[src/rtl/cfg_pkg.sv]
package cfg_pkg;
  localparam int FRAME_BITS = 16;
  localparam int CMD_BITS   = 8;
  localparam int ADDR_W     = CMD_BITS - 1;
  localparam int DATA_W     = FRAME_BITS - CMD_BITS;
  localparam int BCNT_W     = $clog2(FRAME_BITS + 1);

  typedef struct packed {
    logic              rd;
    logic [ADDR_W-1:0] addr;
  } cmd_t;
endpackage

[src/rtl/pin_sync.sv]
module pin_sync #(
  parameter int             W       = 4,
  parameter int             STAGES  = 2,
  parameter logic [W-1:0]   RST_VAL = '0
) (
  input  logic         clk,
  input  logic         rst,
  input  logic [W-1:0] d,
  output logic [W-1:0] q
);
  logic [W-1:0] stg [STAGES];

  for (genvar i = 0; i < STAGES; i++) begin : g_stage
    always_ff @(posedge clk) begin
      if (rst)         stg[i] <= RST_VAL;
      else if (i == 0) stg[i] <= d;
      else             stg[i] <= stg[(i == 0) ? 0 : i-1];
    end
  end

  assign q = stg[STAGES-1];
endmodule

[src/rtl/mode_latch.sv]
module mode_latch #(
  parameter int COMMIT = 9
) (
  input  logic clk,
  input  logic clr,
  input  logic csb_s,
  input  logic edge_i,
  output logic latched
);
  localparam int CW = $clog2(COMMIT + 1);
  logic [CW-1:0] cnt;

  always_ff @(posedge clk) begin
    if (clr) begin
      cnt     <= '0;
      latched <= 1'b0;
    end else if (csb_s) begin
      cnt <= '0;
    end else if (edge_i && !latched) begin
      if (cnt == CW'(COMMIT - 1)) begin
        latched <= 1'b1;
        cnt     <= '0;
      end else begin
        cnt <= cnt + 1'b1;
      end
    end
  end

  assert_commit_count_R4: assert property (@(posedge clk) disable iff (clr)
    $rose(latched) |-> ($past(cnt) == CW'(COMMIT - 1)) && $past(edge_i));

  assert_count_clear_R5: assert property (@(posedge clk) disable iff (clr)
    csb_s |=> (cnt == '0));

  assert_count_bound_R5: assert property (@(posedge clk) disable iff (clr)
    cnt <= CW'(COMMIT - 1));
endmodule

[src/rtl/spi_regs.sv]
module spi_regs
  import cfg_pkg::*;
#(
  parameter int N_REGS = 4,
  parameter int NOPT   = 3
) (
  input  logic            clk,
  input  logic            rst_hw,
  input  logic            soft_rst,
  input  logic            csb_s,
  input  logic            sdio_s,
  input  logic            edge_i,
  output logic [NOPT-1:0] reg_opt,
  output logic            sdo_out,
  output logic            sdo_oe
);
  localparam int IW = $clog2(N_REGS);

  logic [DATA_W-1:0] regs [N_REGS];
  logic [BCNT_W-1:0] bitcnt;
  logic [CMD_BITS-2:0] cmd_sh;
  logic [DATA_W-2:0] data_sh;
  logic [DATA_W-1:0] out_sh;
  cmd_t              cmd_q;
  cmd_t              cmd_nxt;
  logic              last_cmd_bit;
  logic              last_data_bit;
  logic              in_data;

  assign cmd_nxt       = {cmd_sh, sdio_s};
  assign last_cmd_bit  = edge_i && (bitcnt == BCNT_W'(CMD_BITS - 1));
  assign last_data_bit = edge_i && (bitcnt == BCNT_W'(FRAME_BITS - 1));
  assign in_data       = (bitcnt >= BCNT_W'(CMD_BITS)) && (bitcnt < BCNT_W'(FRAME_BITS));

  always_ff @(posedge clk) begin
    if (rst_hw) begin
      bitcnt  <= '0;
      cmd_sh  <= '0;
      data_sh <= '0;
      out_sh  <= '0;
      cmd_q   <= '0;
      sdo_out <= 1'b0;
      sdo_oe  <= 1'b0;
    end else begin
      if (csb_s) begin
        bitcnt <= '0;
        cmd_q  <= '0;
      end else if (edge_i) begin
        if (bitcnt < BCNT_W'(FRAME_BITS)) bitcnt <= bitcnt + 1'b1;
        if (bitcnt < BCNT_W'(CMD_BITS)) begin
          cmd_sh <= {cmd_sh[CMD_BITS-3:0], sdio_s};
        end else if (in_data) begin
          data_sh <= {data_sh[DATA_W-3:0], sdio_s};
          out_sh  <= {out_sh[DATA_W-2:0], 1'b0};
        end
        if (last_cmd_bit) begin
          cmd_q  <= cmd_nxt;
          out_sh <= (cmd_nxt.addr < ADDR_W'(N_REGS)) ? regs[cmd_nxt.addr[IW-1:0]] : '0;
        end
      end
      sdo_out <= out_sh[DATA_W-1];
      sdo_oe  <= cmd_q.rd && !csb_s && in_data;
    end
  end

  always_ff @(posedge clk) begin
    if (rst_hw || soft_rst) begin
      for (int i = 0; i < N_REGS; i++) regs[i] <= '0;
    end else if (!csb_s && last_data_bit && !cmd_q.rd &&
                 (cmd_q.addr < ADDR_W'(N_REGS))) begin
      regs[cmd_q.addr[IW-1:0]] <= {data_sh, sdio_s};
    end
  end

  assign reg_opt = regs[0][NOPT-1:0];

  assert_oe_selected_R10: assert property (@(posedge clk) disable iff (rst_hw)
    sdo_oe |-> $past(!csb_s));

  assert_soft_clear_R7: assert property (@(posedge clk) disable iff (rst_hw)
    soft_rst |=> (reg_opt == '0));
endmodule

[src/rtl/cfg_port_front.sv]
module cfg_port_front #(
  parameter int NOPT    = 3,
  parameter int N_REGS  = 4,
  parameter int COMMIT  = 9,
  parameter int SYNC_ST = 2
) (
  input  logic            clk,
  input  logic            rst,
  input  logic            hrst,
  input  logic            soft_rst,
  input  logic            csb,
  input  logic            sclk,
  input  logic            sdio,
  input  logic            sdo_in,
  output logic            sdo_out,
  output logic            sdo_oe,
  output logic [NOPT-1:0] opt_out,
  output logic            spi_mode
);
  localparam int NPIN = 4;

  logic            clr;
  logic [NPIN-1:0] pins_s;
  logic            csb_s;
  logic [2:0]      pin_s;
  logic [NOPT-1:0] pin_opt;
  logic [NOPT-1:0] reg_opt;
  logic            sclk_q;
  logic            sclk_rise;
  logic            sel_spi;

  assign clr = rst | hrst;

  pin_sync #(.W(NPIN), .STAGES(SYNC_ST), .RST_VAL(4'b1000)) u_sync (
    .clk (clk),
    .rst (clr),
    .d   ({csb, sdo_in, sdio, sclk}),
    .q   (pins_s)
  );

  assign csb_s   = pins_s[3];
  assign pin_s   = pins_s[2:0];
  assign pin_opt = pin_s[NOPT-1:0];

  always_ff @(posedge clk) begin
    if (clr) sclk_q <= 1'b0;
    else     sclk_q <= pin_s[0];
  end

  assign sclk_rise = pin_s[0] & ~sclk_q & ~csb_s;

  mode_latch #(.COMMIT(COMMIT)) u_latch (
    .clk     (clk),
    .clr     (clr),
    .csb_s   (csb_s),
    .edge_i  (sclk_rise),
    .latched (spi_mode)
  );

  spi_regs #(.N_REGS(N_REGS), .NOPT(NOPT)) u_regs (
    .clk      (clk),
    .rst_hw   (clr),
    .soft_rst (soft_rst),
    .csb_s    (csb_s),
    .sdio_s   (pin_s[1]),
    .edge_i   (sclk_rise),
    .reg_opt  (reg_opt),
    .sdo_out  (sdo_out),
    .sdo_oe   (sdo_oe)
  );

  assign sel_spi = spi_mode | ~csb_s;

  always_ff @(posedge clk) begin
    if (clr) opt_out <= '0;
    else     opt_out <= sel_spi ? reg_opt : pin_opt;
  end

  assert_latch_sticky_R7: assert property (@(posedge clk) disable iff (clr)
    spi_mode |=> spi_mode);  // also covers R6: csb cannot release the latch

  assert_pin_path_R2: assert property (@(posedge clk) disable iff (clr)
    (csb_s && !spi_mode) |=> (opt_out == $past(pin_opt)));

  assert_reg_path_R3: assert property (@(posedge clk) disable iff (clr)
    (!csb_s || spi_mode) |=> (opt_out == $past(reg_opt)));

  assert_reset_state_R1: assert property (@(posedge clk)
    clr |=> (!spi_mode && !sdo_oe && (opt_out == '0)));
endmodule

[config.mk]
export PLATFORM = sky130hd
export DESIGN_NAME = cfg_port_front
export DESIGN_NICKNAME = d
export VERILOG_FILES = /design/src/rtl/cfg_pkg.sv /design/src/rtl/pin_sync.sv /design/src/rtl/mode_latch.sv /design/src/rtl/spi_regs.sv /design/src/rtl/cfg_port_front.sv
export SDC_FILE = /design/constraint.sdc
export NUM_CORES = 1
export LEC_CHECK = 0
export ABC_AREA = 1
export BUFFER_PORTS_ARGS = -buffer_cell sky130_fd_sc_hd__buf_4
export CAP_MARGIN = 20
export CELL_PAD_IN_SITES_DETAIL_PLACEMENT = 0
export CELL_PAD_IN_SITES_GLOBAL_PLACEMENT = 1
export CORE_MARGIN = 8
export CORE_UTILIZATION = 32
export DETAILED_ROUTE_END_ITERATION = 6
export PLACE_DENSITY_LB_ADDON = 0.12
export SYNTH_ARGS = -nofsm -noshare
export SYNTH_HDL_FRONTEND = slang
export SYNTH_SLANG_ARGS = --single-unit
export TNS_END_PERCENT = 50
[constraint.sdc]
create_clock -name clk -period 3.5 [get_ports clk]
set_input_delay 0.7 -clock clk [delete_from_list [all_inputs] [get_ports clk]]
set_output_delay 0.7 -clock clk [all_outputs]
set_load 0.02 [all_outputs]
==> impl_metrics.py, run 1 <==
metrics = {
    "worst_hold_path": {
        "whs_path_depth": 2,
        "holdCritPathClass": "reg2reg",
        "hp-start": "u_sync.stg[0][2]",
    },
    "floorplan": {
        "core_um2": 11400,
        "initial_core_util_pct": 32.7,
        "io_pins": 14,
        "die_h_um": 124,
        "rows": 39,
        "die_area_um2": 15400,
        "die_w_um": 124,
    },
    "detailed_routing": {
        "num_vias": 2692,
        "wl_per_cell_um": 14.0,
        "drt_first_iter_violations": 164,
        "dr.pass1.iters": 5,
        "drcViolationCount": 0,
        "drt_wl_total_um": 8380,
        "ant_nets": 0,
        "viasPerCell": 4.49,
    },
    "yosys": {
        "synth_fp_nets": 450,
        "ys_seq_elements": 86,
        "synthCells": 438,
        "ys_seq_area_share_pct": 54.7,
        "synth_area_um2": 3730,
        "yosys_warnings": 0,
        "synth_cell_types": 31,
        "avgSynthCellArea_um2": 8.52,
    },
    "clocking": {
        "htree_levels": 3,
        "cts_sinks": 86,
        "cts_hold_buf": 0,
        "clk_root_buffer_cell": "clkbuf_16",
        "cts_buffers": 9,
        "clock_latency_ps": 340,
        "post_cts_resized": 0,
        "cts_tree": "done",
        "cts.path.max_buffers": 2,
        "cts_setup_buffers": 0,
        "path_clk_slew_ps": 70,
    },
    "global_routing": {
        "antenna_found_initial": 0,
        "grt_max_degree": 25,
        "grt_overflow": 0,
        "grt_pass1_wl_um": 13700,
        "gr-usage-all-layers_pct": 11.8,
        "first_global_vias": 2588,
    },
    "placed_design": {
        "io_buffers": 13,
        "place_hpwl_um": 6010,
        "gp_congestion": 0.723,
        "pre_cts_ws_ps": 722,
        "dp_cells": 584,
    },
    "finish": {
        "fin_cells": 600,
        "fill_cells": 1226,
        "areaGrowthSynthToFinish_pct": 14.7,
        "fin_nets": 464,
        "num_antenna_cells": 0,
        "drive_gt1_share_pct": 12.3,
        "ff_latch_area_um2": 2040,
        "multi_input_area_um2": 1390,
    },
    "critical_path": {
        "critPathRequiredTime_ps": 3510,
        "cp-startpoint": "hrst",
        "crit_path_max_fanout": 24,
        "cp-start-kind": "input port",
        "reg2reg_from": "u_regs.bitcnt[0]",
        "cp.arrival_ps": 2380,
        "worstSetupPathType": "in2reg",
        "end_kind": "flop",
        "r2r_cells": 10,
    },
    "sta": {
        "hold_viol": 0,
        "worstMarginPinSlew_ps": 679,
        "clock.fmax_ghz": 0.422,
        "max_slew_margin_pct": 54.7,
        "final.setup.tns_ps": 0,
        "setup_violations": 0,
        "period_share_pct": 67.7,
        "period_needed_ps": 2370,
        "rsz0062_at_grt": "false",
        "drv_slew": 0,
        "setup_slack_ps": 1130,
        "skew_ps": 6.23,
    },
    "run_status": {
        "run_status": "finished, final reports clean",
    },
    "power": {
        "p_comb_share_pct": 2.3,
        "internal_power_mw": 1.67,
        "power.density_nw_per_um2": 492,
        "ir_drop_v": 0.000183,
        "clock_power_share_pct": 47.5,
        "switching_share_pct": 20.9,
        "p_switching_mw": 0.439,
        "p_leak_nw": 1.61,
        "seqPwrFrac_pct": 50.2,
    },
    "job": {
        "cap_viol_max_count": 0,
    },
}
==> layout make-up <==
cell class / instances / share of cell area (%)
Inverter: 60 / 5.29
Tap cell: 143 / 4.18
Clock inverter: 6 / 1.61
Sequential cell: 86 / 47.7
Timing Repair Buffer: 17 / 2.98
Multi-Input combinational cell: 278 / 32.4
Clock buffer: 10 / 5.84
==> metrics by stage <==
step / hold slack (ps) / power [mW] / instance area, um2 / utilization [%]
floorplan: 393 / 1.11 / 3730 / -
global placement: 398 / 1.13 / 3960 / 34.7
detailed placement: 400 / 1.13 / 3960 / 34.7
CTS: 410 / 2.13 / 4280 / 37.5
global route: 425 / 2.17 / 4280 / 37.5
finish: 405 / 2.11 / 4280 / 37.5
==> layer usage <==
layer  up-vias  wire length, um  GRT usage [%]  part of all wire (%)
met5         -                0              0                     0
met4         0              133           5.58                   1.6
met3        10              258           2.27                   3.1
met2        34             3500           16.8                    42
met1      1214             4490           16.9                    54
li1       1434                -              -                     -
==> worst max-delay path: stages <==
cell      delay [ps]
buf_4            120
nor2_4           270
inv_2            270
nor2_4           230
nand3_4          230
clkinv_2         150
nand3_4          120
nand2_1          290
==> registers in the layout, summed over array words and instances, names as in the netlist <==
register	flops
u_regs.regs	32
u_regs.cmd_q	8
u_regs.out_sh	8
u_sync.stg	8
u_regs.cmd_sh	7
u_regs.data_sh	7
u_regs.bitcnt	5
u_latch.cnt	4
opt_out	3
sclk_q	1
u_latch.latched	1
u_regs.sdo_oe	1
u_regs.sdo_out	1
==> kinds of logic after synthesis <==
group | Yosys count | synth area share, %
simple gates | 213 | 27.2
flops | 86 | 54.7
buf+inv | 74 | 8.14
compound gates | 59 | 8.11
fa+ha+maj | 4 | 1.34
xor+xnor | 2 | 0.469
==> synthesized netlist by cell type <==
| cell type | instances | share of area (%) |
|---|---|---|
| a211oi_2 | 1 | 0.34 |
| a21oi_1 | 27 | 3.6 |
| buf_1 | 1 | 0.10 |
| buf_2 | 8 | 1.1 |
| buf_6 | 2 | 0.60 |
| clkbuf_1 | 3 | 0.30 |
| clkinv_1 | 1 | 0.10 |
| clkinv_2 | 1 | 0.13 |
| dfxtp_1 | 54 | 29 |
| edfxtp_1 | 32 | 26 |
| ha_1 | 4 | 1.3 |
| inv_1 | 55 | 5.5 |
| inv_2 | 3 | 0.30 |
| nand2_1 | 65 | 6.5 |
| nand2_2 | 3 | 0.50 |
| nand2_4 | 3 | 0.90 |
| nand3_1 | 34 | 4.6 |
| nand3_4 | 4 | 1.9 |
| nand3b_4 | 1 | 0.54 |
| nor2_1 | 84 | 8.4 |
| nor2_4 | 3 | 0.90 |
| nor2_8 | 1 | 0.54 |
| nor3_1 | 9 | 1.2 |
| nor3_2 | 2 | 0.54 |
| nor3b_1 | 1 | 0.20 |
| nor4_1 | 1 | 0.17 |
| o21ai_0 | 30 | 4.0 |
| o21ai_1 | 1 | 0.13 |
| or2_2 | 2 | 0.34 |
| xnor2_1 | 1 | 0.23 |
| xor2_1 | 1 | 0.23 |
==> power groups by stage <==
| stage | Combinational [mW] | Clock [mW] | Sequential (mW) |
|---|---|---|---|
| floorplan | 0.0308 | 0 | 1.08 |
| global placement | 0.0502 | 0 | 1.08 |
| detailed placement | 0.0497 | 0 | 1.08 |
| CTS | 0.0499 | 1.02 | 1.06 |
| global route | 0.0557 | 1.06 | 1.06 |
| finish | 0.0489 | 1.00 | 1.06 |
==> worst paths after layout <==
check / to / slack, ps
worst max-delay path: u_regs.regs[0][5] / 1130
worst min-delay path: u_sync.stg[1][2] / 400
worst max register to register: u_regs.regs[0][5] / 1160
worst min register to register: u_sync.stg[1][2] / 400
==> placed cells by master (no fill, tap or decap), types with 3 or more instances in the layout <==
master and count:
clkinv_4 4, nor2_4 3, nand3_4 4, buf_4 17, inv_1 55, nand2_4 3, nor3_1 9, nand2_2 3
o21ai_0 30, clkbuf_16 10, nand3_1 34, a21oi_1 27, edfxtp_1 32, nor2_1 84, dfxtp_1 54, ha_1 4
nand2_1 65, inv_2 3
Power figures use the tool's default switching activity.
==> inputs of run 2 (changes only) <==
--- a/config.mk
+++ b/config.mk
@@ -5,7 +5,7 @@
 export SDC_FILE = /design/constraint.sdc
 export NUM_CORES = 1
 export LEC_CHECK = 0
-export ABC_AREA = 1
+export ABC_AREA = 0
 export BUFFER_PORTS_ARGS = -buffer_cell sky130_fd_sc_hd__buf_4
 export CAP_MARGIN = 20
 export CELL_PAD_IN_SITES_DETAIL_PLACEMENT = 0
==> constraint.sdc (replaced) <==
create_clock -name clk -period 2 [get_ports clk]
set_input_delay 0.4 -clock clk [delete_from_list [all_inputs] [get_ports clk]]
set_output_delay 0.4 -clock clk [all_outputs]
set_load 0.02 [all_outputs]
==> impl_metrics.py, run 2 <==
metrics = {
    "critical_path": {
        "end_kind": "flop",
        "cp.arrival_ps": 2020,
        "critPathRequiredTime_ps": 2040,
        "worstSetupPathType": "reg2reg",
        "cp-start-kind": "flop",
        "crit_path_max_fanout": 8,
    },
    "finish": {
        "final_common_cell": "dfxtp_1",
        "mostFrequentLayoutCells": "dfxtp_1, buf_4, nand2_1",
        "fill_cells": 1049,
        "multi_input_area_um2": 1510,
        "drive_gt1_share_pct": 24.3,
        "fin_util_pct": 40.0,
        "num_antenna_cells": 0,
        "largest_reg_flops": 32,
        "ff_latch_area_um2": 2040,
        "fin_nets": 374,
        "areaGrowthSynthToFinish_pct": 22.5,
        "regMostFlops": "u_regs.regs",
        "fin_cells": 507,
    },
    "floorplan": {
        "initial_core_util_pct": 32.6,
        "die_w_um": 121,
        "die_h_um": 121,
        "rows": 38,
        "core_um2": 10800,
        "die_area_um2": 14600,
        "io_pins": 14,
    },
    "detailed_routing": {
        "drt_wl_total_um": 8300,
        "drt_first_iter_violations": 121,
        "wl_per_cell_um": 16.4,
        "num_vias": 2477,
        "dr.pass1.iters": 5,
        "drcViolationCount": 0,
        "viasPerCell": 4.89,
        "ant_nets": 0,
    },
    "power": {
        "p_leak_nw": 1.50,
        "ir_drop_v": 0.000343,
        "power.density_nw_per_um2": 714,
    },
    "clocking": {
        "clock_latency_ps": 360,
        "cts.path.max_buffers": 2,
        "cts_sinks": 86,
        "path_clk_slew_ps": 80,
        "cts_tree": "done",
        "clk_root_buffer_cell": "clkbuf_8",
        "cts_hold_buf": 0,
        "cts_buffers": 9,
        "htree_levels": 3,
    },
    "yosys": {
        "synthTopCellsByArea": "dfxtp_1, edfxtp_1, and2_1, mux4_2, nand2_1",
        "synth_area_um2": 3520,
        "yosysMostFrequentCell": "dfxtp_1",
        "async_flop_share_pct": 0,
        "synth_top_area_share_pct": 30.7,
        "avgSynthCellArea_um2": 11.0,
        "synth_commonest_cells": "dfxtp_1, nand2_1, edfxtp_1",
        "synthCells": 321,
        "synth_fp_nets": 333,
        "yosys_warnings": 0,
        "ys_seq_elements": 86,
        "ys_seq_area_share_pct": 58.0,
        "ys.flop_type": "dfxtp_1",
        "synth_edf_count": 32,
        "yosysTopAreaCell": "dfxtp_1",
        "synth_cell_types": 40,
    },
    "sta": {
        "final.setup.tns_ps": 0,
        "timing.hold.ws_ps": 223,
        "hold_viol": 0,
        "period_needed_ps": 1980,
        "max_slew_margin_pct": 53.5,
        "setup_violations": 0,
        "period_share_pct": 99.1,
        "clock.fmax_ghz": 0.505,
        "drv_slew": 0,
        "skew_ps": 14.3,
        "rsz0062_at_grt": "true",
        "worstMarginPinSlew_ps": 697,
    },
    "worst_hold_path": {
        "holdCritPathClass": "in2reg",
    },
    "placed_design": {
        "gp_congestion": 0.739,
        "place_hpwl_um": 5850,
        "dp_cells": 487,
        "io_buffers": 13,
    },
    "global_routing": {
        "gr-usage-all-layers_pct": 11.8,
        "grt_max_degree": 24,
        "antenna_found_initial": 0,
        "first_global_vias": 2403,
        "grt_pass1_wl_um": 13000,
        "grt_overflow": 0,
    },
    "job": {
        "cap_viol_max_count": 0,
    },
    "run_status": {
        "run_status": "finished, final reports clean",
    },
}
[run 2: worst paths after layout]
path / startpoint / slack (ps) / to / cells after the start
hold reg to reg: u_sync.stg[0][3] / 420 / u_sync.stg[1][3] / 1
setup / recovery: u_regs.bitcnt[1] / 20 / u_regs.regs[0][6] / 8
setup reg to reg: u_regs.bitcnt[1] / 20 / u_regs.regs[0][6] / 8
hold / removal: csb / 220 / u_sync.stg[0][3] / 2
[run 2: cell type report]
class	count	share of cell area (%)
sequential	86	47.4
timing repair buffer	46	8.87
clock inverter	4	0.725
multi-input combinational	214	34.9
tap	140	4.06
inverter	5	0.435
clock buffer	12	3.62
[run 2: cell families after synthesis]
logic type,synth area share (%)
AO/OA/AOI/OAI,7.92
buffers and inverters,2.31
flip-flops,58.0
AND/OR/NAND/NOR,21.1
XOR/XNOR,0.746
multiplexers,8.52
adder cells (fa/ha/maj),1.42
[run 2: worst max-delay path, stage by stage, from the launching register on]
cell,delay [ps]
dfxtp_2,360
ha_4,150
nand2_4,60
nor2_4,120
ha_4,120
nor4b_4,260
nand4b_1,140
buf_4,170
o21ai_4,280
[run 2: per-layer routing]
layer / wire [um] / global-route usage, % / up-vias / share of wire [%]
met5: 0 / 0 / - / 0
met4: 189 / 6.56 / 0 / 2.3
met3: 252 / 2.37 / 13 / 3.0
met2: 3920 / 18.2 / 29 / 47
met1: 3940 / 15.1 / 1209 / 47
li1: - / - / 1226 / -
[run 2: power by group]
| part | switching (mW) | leakage (nW) | total, mW | internal [mW] |
|---|---|---|---|---|
| Combinational | 0.0395 | 0.609 | 0.0778 | 0.0383 |
| Clock | 0.626 | 0.0840 | 1.16 | 0.530 |
| Sequential | 0.0123 | 0.810 | 1.85 | 1.83 |
[run 2: timing repair]
item,in CTS,in global routing
pin swaps,2,7
gates resized for setup,2,15
setup buffers,1,3
setup endpoints to repair,51,52
[run 2: stage by stage]
stage	cell area [um2]	power, mW	setup slack (ps)
6_report	4320	3.08	18.8
5_1_grt	4320	3.19	-110
2_1_floorplan	3550	1.92	-43.0
3_3_place_gp	4020	1.97	-102
3_5_place_dp	4020	1.97	-159
4_1_cts	4220	3.14	-3.51
==> inputs of run 3 (changes only) <==
==> constraint.sdc (replaced) <==
create_clock -name clk -period 1.6 [get_ports clk]
set_input_delay 0.32 -clock clk [delete_from_list [all_inputs] [get_ports clk]]
set_output_delay 0.32 -clock clk [all_outputs]
set_load 0.02 [all_outputs]
==> impl_metrics.py, run 3 (synthesis gave the netlist of run 2 again) <==
metrics = {
    "power": {
        "power.density_nw_per_um2": 893,
        "seqPwrFrac_pct": 55.8,
        "p_comb_share_pct": 2.3,
        "p_leak_nw": 1.62,
        "internal_power_mw": 3.26,
        "ir_drop_v": 0.000342,
        "power_mw": 4.13,
        "p_switching_mw": 0.869,
        "clock_power_share_pct": 41.9,
        "switching_share_pct": 21.0,
    },
    "sta": {
        "worstMarginPinSlew_ps": 365,
        "final.setup.tns_ps": -22300,
        "drv_slew": 0,
        "period_needed_ps": 1990,
        "clock.fmax_ghz": 0.502,
        "period_share_pct": 124,
        "setup_slack_ps": -391,
        "max_slew_margin_pct": 75.7,
        "setup_violations": 86,
        "hold_viol": 0,
        "rsz0062_at_grt": "true",
        "skew_ps": 12.6,
    },
    "global_routing": {
        "grt_pass1_wl_um": 13700,
        "antenna_found_initial": 0,
        "gr-usage-all-layers_pct": 12.3,
        "grt_overflow": 0,
        "grt_max_degree": 24,
        "first_global_vias": 2500,
    },
    "finish": {
        "largest_reg_flops": 32,
        "areaGrowthSynthToFinish_pct": 31.4,
        "final_common_cell": "buf_4",
        "mostFrequentLayoutCells": "buf_4, dfxtp_1, nand2_1",
        "fin_area_um2": 4630,
        "fin_cells": 525,
        "regMostFlops": "u_regs.regs",
        "drive_gt1_share_pct": 33.0,
        "fin_nets": 392,
        "num_antenna_cells": 0,
    },
    "clocking": {
        "cts.path.max_buffers": 2,
        "htree_levels": 3,
        "cts_sinks": 86,
        "cts_tree": "done",
        "cts_buffers": 9,
        "clk_root_buffer_cell": "clkbuf_8",
        "clock_latency_ps": 360,
        "path_clk_slew_ps": 90,
    },
    "critical_path": {
        "cp.arrival_ps": 2040,
        "critPathRequiredTime_ps": 1650,
        "r2r_slack_ps": -390,
        "reg2reg_from": "u_regs.bitcnt[0]",
        "worstSetupPathType": "reg2reg",
        "cp-start-kind": "flop",
        "critical_path.max_stage_delay_ps": 360,
        "r2r_cells": 8,
        "crit_path_top_delay_cell": "dfxtp_2",
        "path_cells": "ha_4 -> nand2_2 -> nor2_2 -> ha_2 -> nor4b_4 -> nand4b_1 -> buf_6 -> o21ai_4",
        "crit_path_max_fanout": 8,
        "worstReg2RegEnd": "u_regs.regs[2][2]",
        "end_kind": "flop",
    },
    "worst_hold_path": {
        "whs_path_depth": 2,
        "hp-start": "csb",
        "whs_endpoint": "u_sync.stg[0][3]",
        "holdCritPathClass": "in2reg",
    },
    "run_status": {
        "violations": "negative setup slack",
        "run_status": "complete, but fails checks",
    },
    "detailed_routing": {
        "drcViolationCount": 0,
        "drt_wl_total_um": 8510,
        "ant_nets": 0,
        "viasPerCell": 4.87,
        "dr.pass1.iters": 5,
        "num_vias": 2557,
        "drt_first_iter_violations": 167,
        "wl_per_cell_um": 16.2,
    },
    "placed_design": {
        "place_area_um2": 4220,
        "place_hpwl_um": 6120,
        "dp_cells": 504,
        "pre_cts_ws_ps": -450,
        "io_buffers": 13,
        "gp_congestion": 0.774,
    },
    "floorplan": {
        "die_area_um2": 14600,
        "io_pins": 14,
        "die_w_um": 121,
        "rows": 38,
        "core_um2": 10800,
        "initial_core_util_pct": 32.6,
        "die_h_um": 121,
    },
    "job": {
        "cap_viol_max_count": 0,
    },
}
run 3: what timing repair did:
item                                    in CTS  in global routing
pin swaps                                   16                  4
gates resized for setup                     20                 17
hold endpoints to repair                     0                  0
buffers inserted                             2                  3
hold buffers                                 0                  0
endpoints found under the setup margin      94                 95
run 3: cell type report:
cell class	instances	area [um2]
clock buffer	11	141
clock inverter	5	82.6
fill	1042	6160
inverter	5	18.8
multi-input combinational	214	1610
sequential	86	2050
tap	140	175
timing repair buffer	64	557
run 3: through the flow:
| stage | util (%) | hold slack [ps] |
|---|---|---|
| finish | 42.9 | 139 |
| floorplan | - | 384 |
| global route | 42.9 | 140 |
| CTS | 42.0 | 132 |
| detailed placement | 39.1 | 390 |
| global placement | 39.1 | 396 |
run 3: worst max path at each step:
| stage | from | to | slack, ps | cells after the start |
|---|---|---|---|---|
| final | u_regs.bitcnt[0] | u_regs.regs[2][2] | -390 | 8 |
| after global routing | u_regs.bitcnt[0] | u_regs.regs[0][7] | -510 | 8 |
| after CTS | u_regs.bitcnt[0] | u_regs.regs[2][1] | -430 | 8 |
| after detailed placement | u_regs.bitcnt[1] | u_regs.regs[0][0] | -450 | 8 |
| after global placement | u_regs.bitcnt[1] | u_regs.regs[0][7] | -360 | 8 |
| after floorplan | u_regs.bitcnt[1] | u_regs.regs[0][0] | -350 | 7 |
run 3: power groups by stage:
stage          clock network (mW)  logic [mW]  registers, mW
2_1_floorplan                   0      0.0503           2.35
3_5_place_dp                    0      0.0964           2.36
5_1_grt                      1.88       0.103           2.31
6_report                     1.73      0.0941           2.31
4_1_cts                      1.78      0.0968           2.31
3_3_place_gp                    0      0.0951           2.36
run 3: routing by layer:
| metal | track usage, % | wire length [um] | vias to the layer above |
|---|---|---|---|
| met5 | 0 | 0 | - |
| met4 | 4.45 | 102 | 0 |
| met3 | 2.93 | 293 | 9 |
| met2 | 19.4 | 4150 | 33 |
| met1 | 16.1 | 3960 | 1252 |
| li1 | - | - | 1263 |
run 3: critical path, delay by kind of cell, from the launching register on:
kind	cells	cell delay, ps
simple gates	4	580
compound gates	1	260
buf+inv	1	170
fa+ha+maj	2	310
flops	1	360
